## config.mk

```make
export PLATFORM = sky130hd
export DESIGN_NAME = cache_line_policy
export DESIGN_NICKNAME = d
export VERILOG_FILES = /design/src/rtl/clp_pkg.sv /design/src/rtl/clp_line_state.sv /design/src/rtl/clp_push_buf.sv /design/src/rtl/cache_line_policy.sv
export SDC_FILE = /design/constraint.sdc
export NUM_CORES = 2
export LEC_CHECK = 0
export ABC_CLOCK_PERIOD_IN_PS = 5100
export BUFFER_PORTS_ARGS = -buffer_cell sky130_fd_sc_hd__buf_2
export CORE_MARGIN = 3
export CORE_UTILIZATION = 40
export CTS_BUF_LIST = sky130_fd_sc_hd__clkbuf_2
export CTS_CLUSTER_DIAMETER = 40
export DETAILED_ROUTE_END_ITERATION = 10
export PLACE_DENSITY = 0.69
export SLEW_MARGIN = 30
export SYNTH_ARGS = -nofsm -noshare
export SYNTH_HDL_FRONTEND = slang
export SYNTH_HIERARCHICAL = 1
export SYNTH_SLANG_ARGS = --single-unit
export TNS_END_PERCENT = 1
```

## constraint.sdc

```tcl
create_clock -name clk -period 5.1 [get_ports clk]
set_input_delay 0.765 -clock clk [delete_from_list [all_inputs] [get_ports clk]]
set_output_delay 0.765 -clock clk [all_outputs]
set_load 0.03 [all_outputs]
```

## src/rtl/clp_pkg.sv

```systemverilog
package clp_pkg;

  localparam logic [1:0] MODE_CB = 2'b00;
  localparam logic [1:0] MODE_WT = 2'b01;

  localparam logic [1:0] CMD_FILL  = 2'b00;
  localparam logic [1:0] CMD_WRITE = 2'b01;
  localparam logic [1:0] CMD_PUSH  = 2'b10;
  localparam logic [1:0] CMD_READ  = 2'b11;

  typedef enum logic [2:0] {
    ST_IDLE, ST_LOOKUP, ST_DRAIN, ST_PUSHCAP, ST_FILL, ST_EXT
  } state_e;

  typedef enum logic [2:0] {
    ACT_NONE, ACT_CB_HIT, ACT_WT_HIT, ACT_EXT_WR, ACT_EXT_RD, ACT_ALLOC
  } act_e;

  // Policy table: region mode, direction and hit pick the action.
  function automatic act_e classify(input logic wr, input logic [1:0] mode,
                                    input logic hit);
    if (mode[1])                return wr ? ACT_EXT_WR : ACT_EXT_RD;
    if (hit && !wr)             return ACT_NONE;
    if (hit)                    return (mode == MODE_WT) ? ACT_WT_HIT : ACT_CB_HIT;
    if (wr && mode == MODE_WT)  return ACT_EXT_WR;
    return ACT_ALLOC;
  endfunction

endpackage

```

## src/rtl/clp_line_state.sv

```systemverilog
module clp_line_state #(
  parameter int WAYS  = 4,
  parameter int SET_W = 7,
  localparam int SETS  = 1 << SET_W,
  localparam int WAY_W = $clog2(WAYS)
)(
  input  logic             clk,
  input  logic             rst_n,
  input  logic             wr_en,
  input  logic             wr_fill,
  input  logic [SET_W-1:0] wr_set,
  input  logic [WAY_W-1:0] wr_way,
  input  logic             wr_v,
  input  logic             wr_m,
  input  logic [SET_W-1:0] rd_set,
  input  logic [WAY_W-1:0] rd_way,
  output logic             rd_v,
  output logic             rd_m,
  input  logic [SET_W-1:0] probe_set,
  output logic [WAYS-1:0]  probe_v,
  output logic [WAYS-1:0]  probe_m
);

  logic [WAYS-1:0] v_q [SETS];
  logic [WAYS-1:0] m_q [SETS];

  always_ff @(posedge clk or negedge rst_n) begin
    if (!rst_n) begin
      for (int s = 0; s < SETS; s++) begin
        v_q[s] <= '0;
        m_q[s] <= '0;
      end
    end else if (wr_en) begin
      v_q[wr_set][wr_way] <= wr_v;
      m_q[wr_set][wr_way] <= wr_m;
    end
  end

  assign rd_v    = v_q[rd_set][rd_way];
  assign rd_m    = m_q[rd_set][rd_way];
  assign probe_v = v_q[probe_set];
  assign probe_m = m_q[probe_set];

  // an invalid line turns valid only through a completed fill
  assert_valid_needs_fill_R7: assert property (@(posedge clk) disable iff (!rst_n)
    (wr_en && wr_v && !v_q[wr_set][wr_way]) |-> wr_fill)
    else $error("line became valid without a fill");

  // modified is never recorded on an invalid line
  assert_m_implies_v_R3: assert property (@(posedge clk) disable iff (!rst_n)
    (wr_en && wr_m) |-> wr_v)
    else $error("modified set on invalid line");

endmodule

```

## src/rtl/clp_push_buf.sv

```systemverilog
module clp_push_buf #(
  parameter int ADDR_W = 32
)(
  input  logic              clk,
  input  logic              rst_n,
  input  logic              cap_en,
  input  logic [ADDR_W-1:0] cap_addr,
  input  logic              bus_free,
  input  logic              bus_ack,
  output logic              pend,
  output logic              go,
  output logic [ADDR_W-1:0] push_addr
);

  logic push_done;
  assign push_done = go && bus_ack;

  always_ff @(posedge clk or negedge rst_n) begin
    if (!rst_n) begin
      pend      <= 1'b0;
      go        <= 1'b0;
      push_addr <= '0;
    end else begin
      if (cap_en) begin
        pend      <= 1'b1;
        push_addr <= cap_addr;
      end else if (push_done) begin
        pend <= 1'b0;
      end
      if (push_done)                   go <= 1'b0;
      else if (pend && !go && bus_free) go <= 1'b1;
    end
  end

  // single-line buffer is never overwritten while occupied
  assert_no_overflow_R12: assert property (@(posedge clk) disable iff (!rst_n)
    cap_en |-> !pend)
    else $error("push buffer overwritten");

  // a push only runs while a line is held
  assert_go_needs_pend_R9: assert property (@(posedge clk) disable iff (!rst_n)
    go |-> pend)
    else $error("push without content");

endmodule

```

## src/rtl/cache_line_policy.sv

```systemverilog
module cache_line_policy import clp_pkg::*; #(
  parameter int ADDR_W  = 32,
  parameter int TAG_LO  = 11,
  parameter int LINE_LO = 4,
  parameter int WAYS    = 4,
  localparam int SET_W = TAG_LO - LINE_LO,
  localparam int TAG_W = ADDR_W - TAG_LO,
  localparam int WAY_W = $clog2(WAYS)
)(
  input  logic              clk,
  input  logic              rst_n,
  input  logic              req_valid,
  input  logic              req_write,
  input  logic [1:0]        req_mode,
  input  logic [ADDR_W-1:0] req_addr,
  output logic              busy,
  input  logic              lk_hit,
  input  logic [WAY_W-1:0]  lk_hit_way,
  input  logic [WAY_W-1:0]  lk_victim_way,
  input  logic [TAG_W-1:0]  lk_victim_tag,
  input  logic [SET_W-1:0]  probe_set,
  output logic [WAYS-1:0]   probe_v,
  output logic [WAYS-1:0]   probe_m,
  output logic              line_we,
  output logic [WAY_W-1:0]  line_way,
  output logic              tag_we,
  output logic [WAY_W-1:0]  tag_way,
  output logic [SET_W-1:0]  tag_set,
  output logic [TAG_W-1:0]  tag_value,
  output logic              bus_req,
  output logic [1:0]        bus_cmd,
  output logic [ADDR_W-1:0] bus_addr,
  input  logic              bus_ack
);

  function automatic logic [ADDR_W-1:0] line_base(input logic [ADDR_W-1:0] a);
    return {a[ADDR_W-1:LINE_LO], {LINE_LO{1'b0}}};
  endfunction

  state_e             state;
  logic [ADDR_W-1:0]  r_addr;
  logic               r_write;
  logic [1:0]         r_mode;
  logic [WAY_W-1:0]   r_vic_way;
  logic [TAG_W-1:0]   r_vic_tag;

  // named internal events
  act_e               act_now;
  logic [SET_W-1:0]   set_idx;
  logic               fsm_owns, fill_done, ext_done, pushcap_ev, rd_hit_ev;
  logic               vic_dirty, vic_v, vic_m;
  logic               ls_wr_en, ls_wr_v, ls_wr_m;
  logic [WAY_W-1:0]   ls_wr_way, ls_rd_way;
  logic               pb_pend, pb_go;
  logic [ADDR_W-1:0]  pb_addr;

  assign set_idx    = r_addr[LINE_LO +: SET_W];
  assign act_now    = classify(r_write, r_mode, lk_hit);
  assign fsm_owns   = (state == ST_FILL || state == ST_EXT) && !pb_go;
  assign fill_done  = fsm_owns && state == ST_FILL && bus_ack;
  assign ext_done   = fsm_owns && state == ST_EXT && bus_ack;
  assign pushcap_ev = (state == ST_PUSHCAP);
  assign rd_hit_ev  = (state == ST_LOOKUP) && (act_now == ACT_NONE);
  assign ls_rd_way  = (state == ST_LOOKUP) ? lk_victim_way : r_vic_way;
  assign vic_dirty  = vic_v && vic_m;
  assign busy       = (state != ST_IDLE);

  always_comb begin
    ls_wr_en  = 1'b0;
    ls_wr_v   = 1'b0;
    ls_wr_m   = 1'b0;
    ls_wr_way = r_vic_way;
    line_we   = 1'b0;
    line_way  = r_vic_way;
    if (state == ST_LOOKUP) begin
      if (act_now == ACT_CB_HIT) begin
        ls_wr_en = 1'b1; ls_wr_v = 1'b1; ls_wr_m = 1'b1; ls_wr_way = lk_hit_way;
      end else if (act_now == ACT_ALLOC && !vic_dirty) begin
        ls_wr_en = 1'b1; ls_wr_way = lk_victim_way;
      end
      if (act_now == ACT_CB_HIT || act_now == ACT_WT_HIT) begin
        line_we = 1'b1; line_way = lk_hit_way;
      end
    end else if (pushcap_ev) begin
      ls_wr_en = 1'b1;
    end else if (fill_done) begin
      ls_wr_en = 1'b1; ls_wr_v = 1'b1; ls_wr_m = r_write;
      line_we  = r_write;
    end
  end

  assign tag_we    = fill_done;
  assign tag_way   = r_vic_way;
  assign tag_set   = set_idx;
  assign tag_value = r_addr[ADDR_W-1:TAG_LO];

  always_comb begin
    bus_req  = pb_go || state == ST_FILL || state == ST_EXT;
    bus_cmd  = CMD_FILL;
    bus_addr = line_base(r_addr);
    if (pb_go) begin
      bus_cmd  = CMD_PUSH;
      bus_addr = pb_addr;
    end else if (state == ST_EXT) begin
      bus_cmd  = r_write ? CMD_WRITE : CMD_READ;
      bus_addr = r_addr;
    end
  end

  always_ff @(posedge clk or negedge rst_n) begin
    if (!rst_n) begin
      state     <= ST_IDLE;
      r_addr    <= '0;
      r_write   <= 1'b0;
      r_mode    <= MODE_CB;
      r_vic_way <= '0;
      r_vic_tag <= '0;
    end else begin
      case (state)
        ST_IDLE: if (req_valid) begin
          r_addr  <= req_addr;
          r_write <= req_write;
          r_mode  <= req_mode;
          state   <= ST_LOOKUP;
        end
        ST_LOOKUP: begin
          r_vic_way <= lk_victim_way;
          r_vic_tag <= lk_victim_tag;
          case (act_now)
            ACT_WT_HIT, ACT_EXT_WR, ACT_EXT_RD: state <= ST_EXT;
            ACT_ALLOC: begin
              if (!vic_dirty)   state <= ST_FILL;
              else if (pb_pend) state <= ST_DRAIN;
              else              state <= ST_PUSHCAP;
            end
            default: state <= ST_IDLE;
          endcase
        end
        ST_DRAIN:   if (!pb_pend) state <= ST_PUSHCAP;
        ST_PUSHCAP: state <= ST_FILL;
        ST_FILL:    if (fill_done) state <= ST_IDLE;
        ST_EXT:     if (ext_done) state <= ST_IDLE;
        default:    state <= ST_IDLE;
      endcase
    end
  end

  clp_line_state #(.WAYS(WAYS), .SET_W(SET_W)) u_lines (
    .clk(clk), .rst_n(rst_n),
    .wr_en(ls_wr_en), .wr_fill(fill_done), .wr_set(set_idx), .wr_way(ls_wr_way),
    .wr_v(ls_wr_v), .wr_m(ls_wr_m),
    .rd_set(set_idx), .rd_way(ls_rd_way), .rd_v(vic_v), .rd_m(vic_m),
    .probe_set(probe_set), .probe_v(probe_v), .probe_m(probe_m)
  );

  clp_push_buf #(.ADDR_W(ADDR_W)) u_push (
    .clk(clk), .rst_n(rst_n),
    .cap_en(pushcap_ev), .cap_addr({r_vic_tag, set_idx, {LINE_LO{1'b0}}}),
    .bus_free(state == ST_IDLE || state == ST_DRAIN), .bus_ack(bus_ack),
    .pend(pb_pend), .go(pb_go), .push_addr(pb_addr)
  );

  // a read hit touches no line state and finishes at once
  assert_read_hit_quiet_R1: assert property (@(posedge clk) disable iff (!rst_n)
    rd_hit_ev |-> (!ls_wr_en && !line_we))
    else $error("read hit changed line state");
  assert_read_hit_done_R1: assert property (@(posedge clk) disable iff (!rst_n)
    rd_hit_ev |=> state == ST_IDLE)
    else $error("read hit did not finish");

  // modified is only ever recorded for copyback writes
  assert_m_copyback_only_R3: assert property (@(posedge clk) disable iff (!rst_n)
    (ls_wr_en && ls_wr_m) |-> (r_mode == MODE_CB && r_write))
    else $error("modified set outside copyback write");

  // no memory write is ever issued for a copyback access
  assert_no_cb_memwrite_R5: assert property (@(posedge clk) disable iff (!rst_n)
    (bus_req && bus_cmd == CMD_WRITE) |-> r_mode != MODE_CB)
    else $error("copyback access wrote memory");

  // tag write coincides with the fill acknowledge
  assert_tag_on_fill_R6: assert property (@(posedge clk) disable iff (!rst_n)
    tag_we |-> (bus_ack && bus_cmd == CMD_FILL))
    else $error("tag written outside fill completion");

  // request, command and address held until acknowledged
  assert_bus_hold_R14: assert property (@(posedge clk) disable iff (!rst_n)
    (bus_req && !bus_ack) |=> (bus_req && $stable(bus_cmd) && $stable(bus_addr)))
    else $error("bus request changed before ack");

  // busy while an access is outstanding on the bus
  assert_busy_on_fill_R13: assert property (@(posedge clk) disable iff (!rst_n)
    (bus_req && bus_cmd != CMD_PUSH) |-> busy)
    else $error("bus access while idle");

endmodule

```

Yosys cells after proc, flatten, opt, wreduce, memory -nomap -nowiden. Cells that the tools add are included. Widths: inputs -> output; s select.

Order comparisons: 6. Equality and inequality tests: 15. Mux-type cells: 78. Bitwise gates (word level): 2. Reductions and logical operators: 29.

Operators with widths (number): $bwmux 512 (2); $bmux 4 s7 (4); $mux 3 (14); $mux 4 (10); $mux 32 (1); $mux 1 (31); $demux 4 s7 (1); $mux 2 (10); $pmux 3 s6 (1); $ge 8x8->1 const B (2); $not 7->8 (2); $logic_and 1x1->1 (14); $eq 3x2->1 const B (4); $eq 3x3->1 const B (4); $lt 8x1->1 const B (1); $ne 2x2->1 const B (4); $eq 3x1->1 const B (2); $lt 2x3->1 const B (2); $pmux 3 s2 (1); $logic_or 1x1->1 (5); $bmux 1 s2 (2); $reduce_and 4->1 (1); $reduce_bool 2->1 (2); $logic_not 1->1 (3); other kinds (7) (7).

Bits in registers: 1115. Input bits: 72.

Logic depth before layout (Yosys ltp).
Depth in word-level cells: 25. Mapped depth: 22. Mapped depth without buffers: 17.

Hierarchy. The synthesis kept the hierarchy.

By module, submodules not included: clp_line_state (instances 1, cells each 4261, area an instance 57326.2 µm², seq. area each 25624.6 µm²); cache_line_policy (instances 1, cells each 242, area an instance 3235.6 µm², seq. area each 1526.5 µm²); clp_push_buf (instances 1, cells each 74, area an instance 1416.4 µm², seq. area each 850.8 µm²).

Least setup slack after synthesis. Ideal clock, no wire load.

Path type: register to register. Start point: register r_addr[4]. End point: register u_lines/m_q[376] (netlist bit). Library setup time: 125 ps. Arrival time: 4831 ps. Data required time: 4975 ps. Setup slack: 144 ps. Stages on the path, launching flop included: 22. Cell sequence: dfrtp_1 -> buf_2 -> buf_4 -> buf_4 -> buf_4 -> buf_2 -> mux2i_1 -> o22ai_1 -> o21ai_0 -> nand3_1 -> nand4_1 -> a21oi_1 -> or4_1 -> a21oi_1 -> o211ai_1 -> a22o_1 -> clkbuf_1 -> nor3b_1 -> clkbuf_1 -> clkbuf_1 -> nand2_1 -> mux2_2.

Word-level cells in the longest chain between the ends: 19. Elaborated cells on any way between the ends: 31. Those cells by class: 4 x order compare; 21 x mux; 1 x bitwise; 5 x reduce/logical.

RTL lines: start: declaration (RTL line cache_line_policy.sv:41) `logic [ADDR_W-1:0] r_addr;`; start signal: assignment (RTL line cache_line_policy.sv:121) `r_addr <= req_addr;`; $not 7->8 (not written as such) * (RTL line clp_line_state.sv:39) `assign rd_v = v_q[rd_set][rd_way];`; $bmux 4 s7 * (RTL line clp_line_state.sv:39); $mux 4 (not written as such) * (2 in series) (RTL line clp_line_state.sv:39); $bmux 1 s2 * (RTL line clp_line_state.sv:39); $mux 1 (not written as such) * (RTL line clp_line_state.sv:39); net vic_v (RTL line cache_line_policy.sv:51) `logic vic_dirty, vic_v, vic_m;`; $logic_and 1x1->1 * (RTL line cache_line_policy.sv:65) `assign vic_dirty = vic_v && vic_m;`; $logic_not 1->1 *; [4 not listed]; net ls_wr_way[0] (RTL line cache_line_policy.sv:53) `logic [WAY_W-1:0] ls_wr_way, ls_rd_way;`; $lt 2x3->1 (not written as such) / $ge 2x1->1 (equally long branches) (RTL line clp_line_state.sv:35) `m_q[wr_set][wr_way] <= wr_m;`; $logic_and 1x1->1 (not written as such) (RTL line clp_line_state.sv:35); $mux 1 (not written as such) (RTL line clp_line_state.sv:35); $demux 1 s2 *; $mux 4 (not written as such) * (RTL line clp_line_state.sv:35); $demux 4 s7 * (RTL line clp_line_state.sv:35); $bwmux 512 * (RTL line clp_line_state.sv:35); end signal: indexed assignment (RTL line clp_line_state.sv:35); end: declaration (RTL line clp_line_state.sv:25) `logic [WAYS-1:0] m_q [SETS];`.

The timed path passes the listed nets; every way through them passes the cells marked *. The select of a mux whose other input is x is not followed. A chain may end at the register's enable or synchronous reset.

Worst setup path in the final report.
Start point: register r_addr[4]. End point: register u_lines/v_q[316] (netlist bit).

Word-level cells in the longest chain between the ends: 19. Elaborated cells on any way between the ends: 31. Those cells by class: 4 x order compare; 21 x mux; 1 x bitwise; 5 x reduce/logical.

RTL lines: $not 7->8 (not written as such) * (RTL line clp_line_state.sv:40) `assign rd_m = m_q[rd_set][rd_way];`; $bmux 4 s7 * (RTL line clp_line_state.sv:40); $mux 4 (not written as such) * (2 in series) (RTL line clp_line_state.sv:40); $bmux 1 s2 * (RTL line clp_line_state.sv:40); $mux 1 (not written as such) * (RTL line clp_line_state.sv:40); net vic_m (RTL line cache_line_policy.sv:51); $logic_and 1x1->1 * (RTL line cache_line_policy.sv:65); $logic_not 1->1 *; [4 not listed]; net ls_wr_way[1] (RTL line cache_line_policy.sv:53); $lt 2x3->1 (not written as such) / $ge 2x1->1 (equally long branches) (RTL line clp_line_state.sv:34) `v_q[wr_set][wr_way] <= wr_v;`; $logic_and 1x1->1 (not written as such) (RTL line clp_line_state.sv:34); $mux 1 (not written as such) (RTL line clp_line_state.sv:34); $demux 1 s2 *; $mux 4 (not written as such) * (RTL line clp_line_state.sv:34); $demux 4 s7 * (RTL line clp_line_state.sv:34); $bwmux 512 * (RTL line clp_line_state.sv:34); end signal: indexed assignment (RTL line clp_line_state.sv:34); end: declaration (RTL line clp_line_state.sv:24) `logic [WAYS-1:0] v_q [SETS];`.

Marked as above.

==> metrics.log <==
INFO  metric detailedRoute.firstIterationViolations = 4557
INFO  metric total_power_divided_by_cell_area = 409.4 nW/µm²
INFO  metric drive_above_1_share = 0.5044
INFO  metric syn2layout_area_growth = 16.36%
INFO  metric cts-root-buf = sky130_fd_sc_hd__clkbuf_2
INFO  metric tritoncts.num_buffers = 311
INFO  metric cell_mode_on_critical_path = sky130_fd_sc_hd__buf_4
INFO  metric tritoncts_sinks = 1119
INFO  metric cts_tree = built
INFO  metric setup_violators_final = 191
INFO  metric run_status = finished with violations
INFO  metric avg_vias_per_cell = 6.189
INFO  metric numPortBuffers = approximately 150
INFO  metric cts_htree_levels = 5
INFO  metric placed_cell_area = 66940 µm²
INFO  metric final.period_utilization = 1.018
INFO  metric grt_start_max_net_pins = 141
INFO  metric num_io_pins = 150
INFO  metric cts_buffer_depth = 4
INFO  metric finish.instance_area = 72120 µm²
INFO  metric synth_sequential_area_ratio = 0.4518
INFO  metric critical_path.max_fanout = 10
INFO  metric final_core_utilization = 0.4714
INFO  metric mostFrequentLayoutCell = sky130_fd_sc_hd__dfrtp_1
INFO  metric rsz_0062_raised_after_global_routing = true
INFO  metric final_weighted_congestion_of_routability_driven_global_placement = 0.9528
INFO  metric ir_drop = 0.3916 mV
INFO  metric preCtsSetupSlack = -0.4298 ns
INFO  metric drt-pass1-iter-count = 8
INFO  metric start_util = 0.4051
INFO  metric drt_drc_violations_left = 0
INFO  metric grt_first_pass_wirelength = 299900 µm
INFO  metric postSynth.topFlopCell = sky130_fd_sc_hd__dfrtp_1
INFO  metric core-area = 153000 µm²
INFO  metric yosys_warnings = 6
INFO  metric synthDistinctLibCells = 67
INFO  metric dieArea = between 150000 and 200000 µm²
INFO  metric worst_pin_slew = about 1.2 ns
INFO  metric critical_path.slowest_cell = sky130_fd_sc_hd__or4_4
INFO  metric cp-start-kind = flip-flop
INFO  metric grt.overflow.total = 0
INFO  metric routed_via_count = roughly 46000
INFO  metric syn_inst = about 4600
INFO  metric timing_max_transition_violations_final = 0
INFO  metric postSynth.asyncResetShare = 1.000
INFO  metric fin_nets = 5230
INFO  metric number_of_global_route_vias_before_repair = 47158
INFO  metric synth_seq_cells = 1119
INFO  metric finalWorstPathRequiredPeriod = 5.193 ns
INFO  metric fmax = ~190 MHz
INFO  metric die_w = 399.6 µm
INFO  metric hpwl = roughly 130000 µm
INFO  metric critical_path.endpoint_type = flip-flop
INFO  metric route.final.wire_length = 203300 µm
INFO  metric final-hold-violation-count = 0
INFO  metric most-common-layout-cells = 1114 x sky130_fd_sc_hd__dfrtp_1, 1113 x sky130_fd_sc_hd__mux2_2, 464 x sky130_fd_sc_hd__mux4_2, 422 x sky130_fd_sc_hd__nand2_1, 413 x sky130_fd_sc_hd__clkbuf_2
INFO  metric die_h = 399.6 µm
INFO  metric relSlewSlack = 0.1682
INFO  metric syn_area_per_cell = between 10 and 15 µm²
INFO  metric timing_worst_setup_path_type = flip-flop to flip-flop
INFO  metric worst_hold_slack = between 0.2 and 0.25 ns
INFO  metric layout_setup_ws = -0.09272 ns
INFO  metric timing.critical_path.required = 6.70 ns
INFO  metric routed_wire_length_per_instance = 27.53 µm
INFO  metric row_count = 143
INFO  metric drtAntennaViolNets = 0
INFO  metric leakagePower = 32.75 nW
INFO  metric skew_pair_late_insertion_delay = between 1.5 and 2 ns
INFO  metric min-delay-path-class = input port to flip-flop
INFO  metric synth_edf_count = 0
INFO  metric globalRouteTotalUtil = 0.2492
INFO  metric timing.critical_path.arrival = around 6.8 ns
INFO  metric cap_viol_max_count = 0
INFO  metric initial_antenna_violation_count = 7
INFO  metric finClkSkew = 0.1890 ns
INFO  metric clock_transition_at_path_regs = 0.11 ns
INFO  metric violated_checks = negative setup slack
INFO  metric post_synth_instance_area = roughly 62000 µm²
INFO  metric cell_breakdown_of_the_critical_path = buf_12 -> buf_12 -> buf_16 -> buf_4 -> mux2i_1 -> o221ai_1 -> nor3_1 -> buf_4 -> nor3_1 -> and4_1 -> nand3_1 -> nor3_1 -> or4_4 -> a21oi_4 -> o211ai_1 -> a22o_1 -> buf_4 -> nor3b_4 -> buf_4 -> buf_8 -> buf_4 -> nand2_1 -> mux2_2
INFO  metric longest_individual_stage_delay_on_the_worst_path = approximately 0.63 ns
-- registers in the layout, indices dropped and copies added (netlist names), 2 cells and up --
name              cells
r_vic_tag            21
u_lines/m_q         512
u_lines/v_q         512
tag_way               2
u_push/push_addr     32
r_addr               32
state                 3
r_mode                2
-- routing by layer --
| metal | GRT usage | up-vias | share of wire | wire [µm] |
|---|---|---|---|---|
| met2 | 0.3852 | 2460 | 0.46 | 94200 |
| met4 | 0.1226 | 6 | 0.053 | 10820 |
| met3 | 0.06821 | 628 | 0.10 | 20570 |
| met5 | 0 | - | 0.00018 | 36 |
| li1 | - | 18631 | - | - |
| met1 | 0.3232 | 23975 | 0.38 | 77670 |
-- per-stage QoR --
stage | instances | TNS [ns] | power (mW)
4_1_cts | 7331 | -1.102 | 28.60
6_report | 7384 | -5.056 | 29.53
5_1_grt | 7379 | -9.256 | 30.55
2_1_floorplan | 4580 | 0 | 16.76
3_5_place_dp | 6667 | -293.51 | 22.05
3_3_place_gp | 6667 | -318.14 | 21.93
-- logic make-up (layout without fill, tap and decap cells) --
family	after synthesis	count (layout)	share of synthesized area
buf+inv	427	1190	0.03335
mux	1873	1873	0.4213
other cells	1	15	0.00006051
compound gates	297	297	0.03490
simple gates	860	860	0.05863
flops	1119	1119	0.4518
-- report_power, final --
| part | internal (mW) | switching (mW) |
|---|---|---|
| clock network | 2.23 | 3.87 |
| logic | 5.18 | 8.36 |
| registers | 9.41 | 0.472 |
-- cell type report --
class	instances	area [µm²]
clock inverters	85	370.4
well taps	2030	2540
flip-flops and latches	1119	28020
multi-input cells	3034	32450
fillers	13435	80860
diodes	11	27.53
repair buffers	687	6624
clock buffers	413	2067
inverters	5	23.77
-- worst paths after layout --
path	depth (start not counted)	endpoint	start	slack, ns
setup / recovery	23	u_lines/v_q[316]$_DFFE_PN0P_	r_addr[4]$_DFFE_PN0P_	-0.09
hold / removal	6	state[2]$_DFFE_PN0P_	lk_hit	0.23
setup reg to reg	23	u_lines/v_q[316]$_DFFE_PN0P_	r_addr[4]$_DFFE_PN0P_	-0.09
hold reg to reg	1	u_push/push_addr[20]$_DFFE_PN0P_	r_vic_tag[9]$_DFFE_PN0P_	0.46
max in group asynchronous	4	u_lines/m_q[445]$_DFFE_PN0P_	rst_n	3.87
min in group asynchronous	4	u_lines/m_q[332]$_DFFE_PN0P_	rst_n	0.40
-- cell usage after synthesis (6+ instances only) --
cell	number	area, µm²
sky130_fd_sc_hd__nor2b_1	7	43.79
sky130_fd_sc_hd__mux2_2	1121	12620
sky130_fd_sc_hd__mux2_4	29	435.4
sky130_fd_sc_hd__nand3_1	16	80.08
sky130_fd_sc_hd__a21oi_1	44	220.2
sky130_fd_sc_hd__or3_1	8	50.05
sky130_fd_sc_hd__buf_4	64	480.5
sky130_fd_sc_hd__nor3_1	43	215.2
sky130_fd_sc_hd__and2_1	8	50.05
sky130_fd_sc_hd__and3_1	9	56.30
sky130_fd_sc_hd__buf_6	14	157.7
sky130_fd_sc_hd__o221ai_1	110	963.4
sky130_fd_sc_hd__mux4_2	464	10450
sky130_fd_sc_hd__o211ai_1	7	52.55
sky130_fd_sc_hd__a22o_1	8	70.07
sky130_fd_sc_hd__mux2_1	6	67.56
sky130_fd_sc_hd__nand4_1	7	43.79
sky130_fd_sc_hd__nor2_1	284	1066
sky130_fd_sc_hd__o21ai_0	36	180.2
sky130_fd_sc_hd__nand2_1	426	1599
sky130_fd_sc_hd__o22ai_1	43	269.0
sky130_fd_sc_hd__a211oi_1	13	97.59
sky130_fd_sc_hd__clkbuf_1	248	930.9
sky130_fd_sc_hd__nand3b_1	6	45.04
sky130_fd_sc_hd__mux2i_1	253	2532
sky130_fd_sc_hd__buf_1	37	138.9
sky130_fd_sc_hd__a221oi_1	7	61.31
sky130_fd_sc_hd__buf_2	56	280.3
sky130_fd_sc_hd__dfrtp_1	1119	28000
sky130_fd_sc_hd__nor4_1	10	62.56
sky130_fd_sc_hd__nand2b_1	7	43.79
-- worst max-delay path: cells and delay by family (launching register included) --
| family | cells | cell delay [ns] |
|---|---|---|
| flops | 1 | 0.51 |
| simple gates | 8 | 1.74 |
| compound gates | 4 | 0.80 |
| buf+inv | 9 | 1.53 |
| mux | 2 | 0.43 |
-- repair_timing --
item / 4_1_cts / 5_1_grt
endpoints found under the setup margin: 1031 / 841
endpoints found under the hold margin: 1299 / 0
gates resized for setup: 52 / 92
setup buffers: 4 / 29
cloned: 0 / 13
hold buffers: 162 / 0
pin swaps: 4 / 14
(Power assumes the default switching activity.)
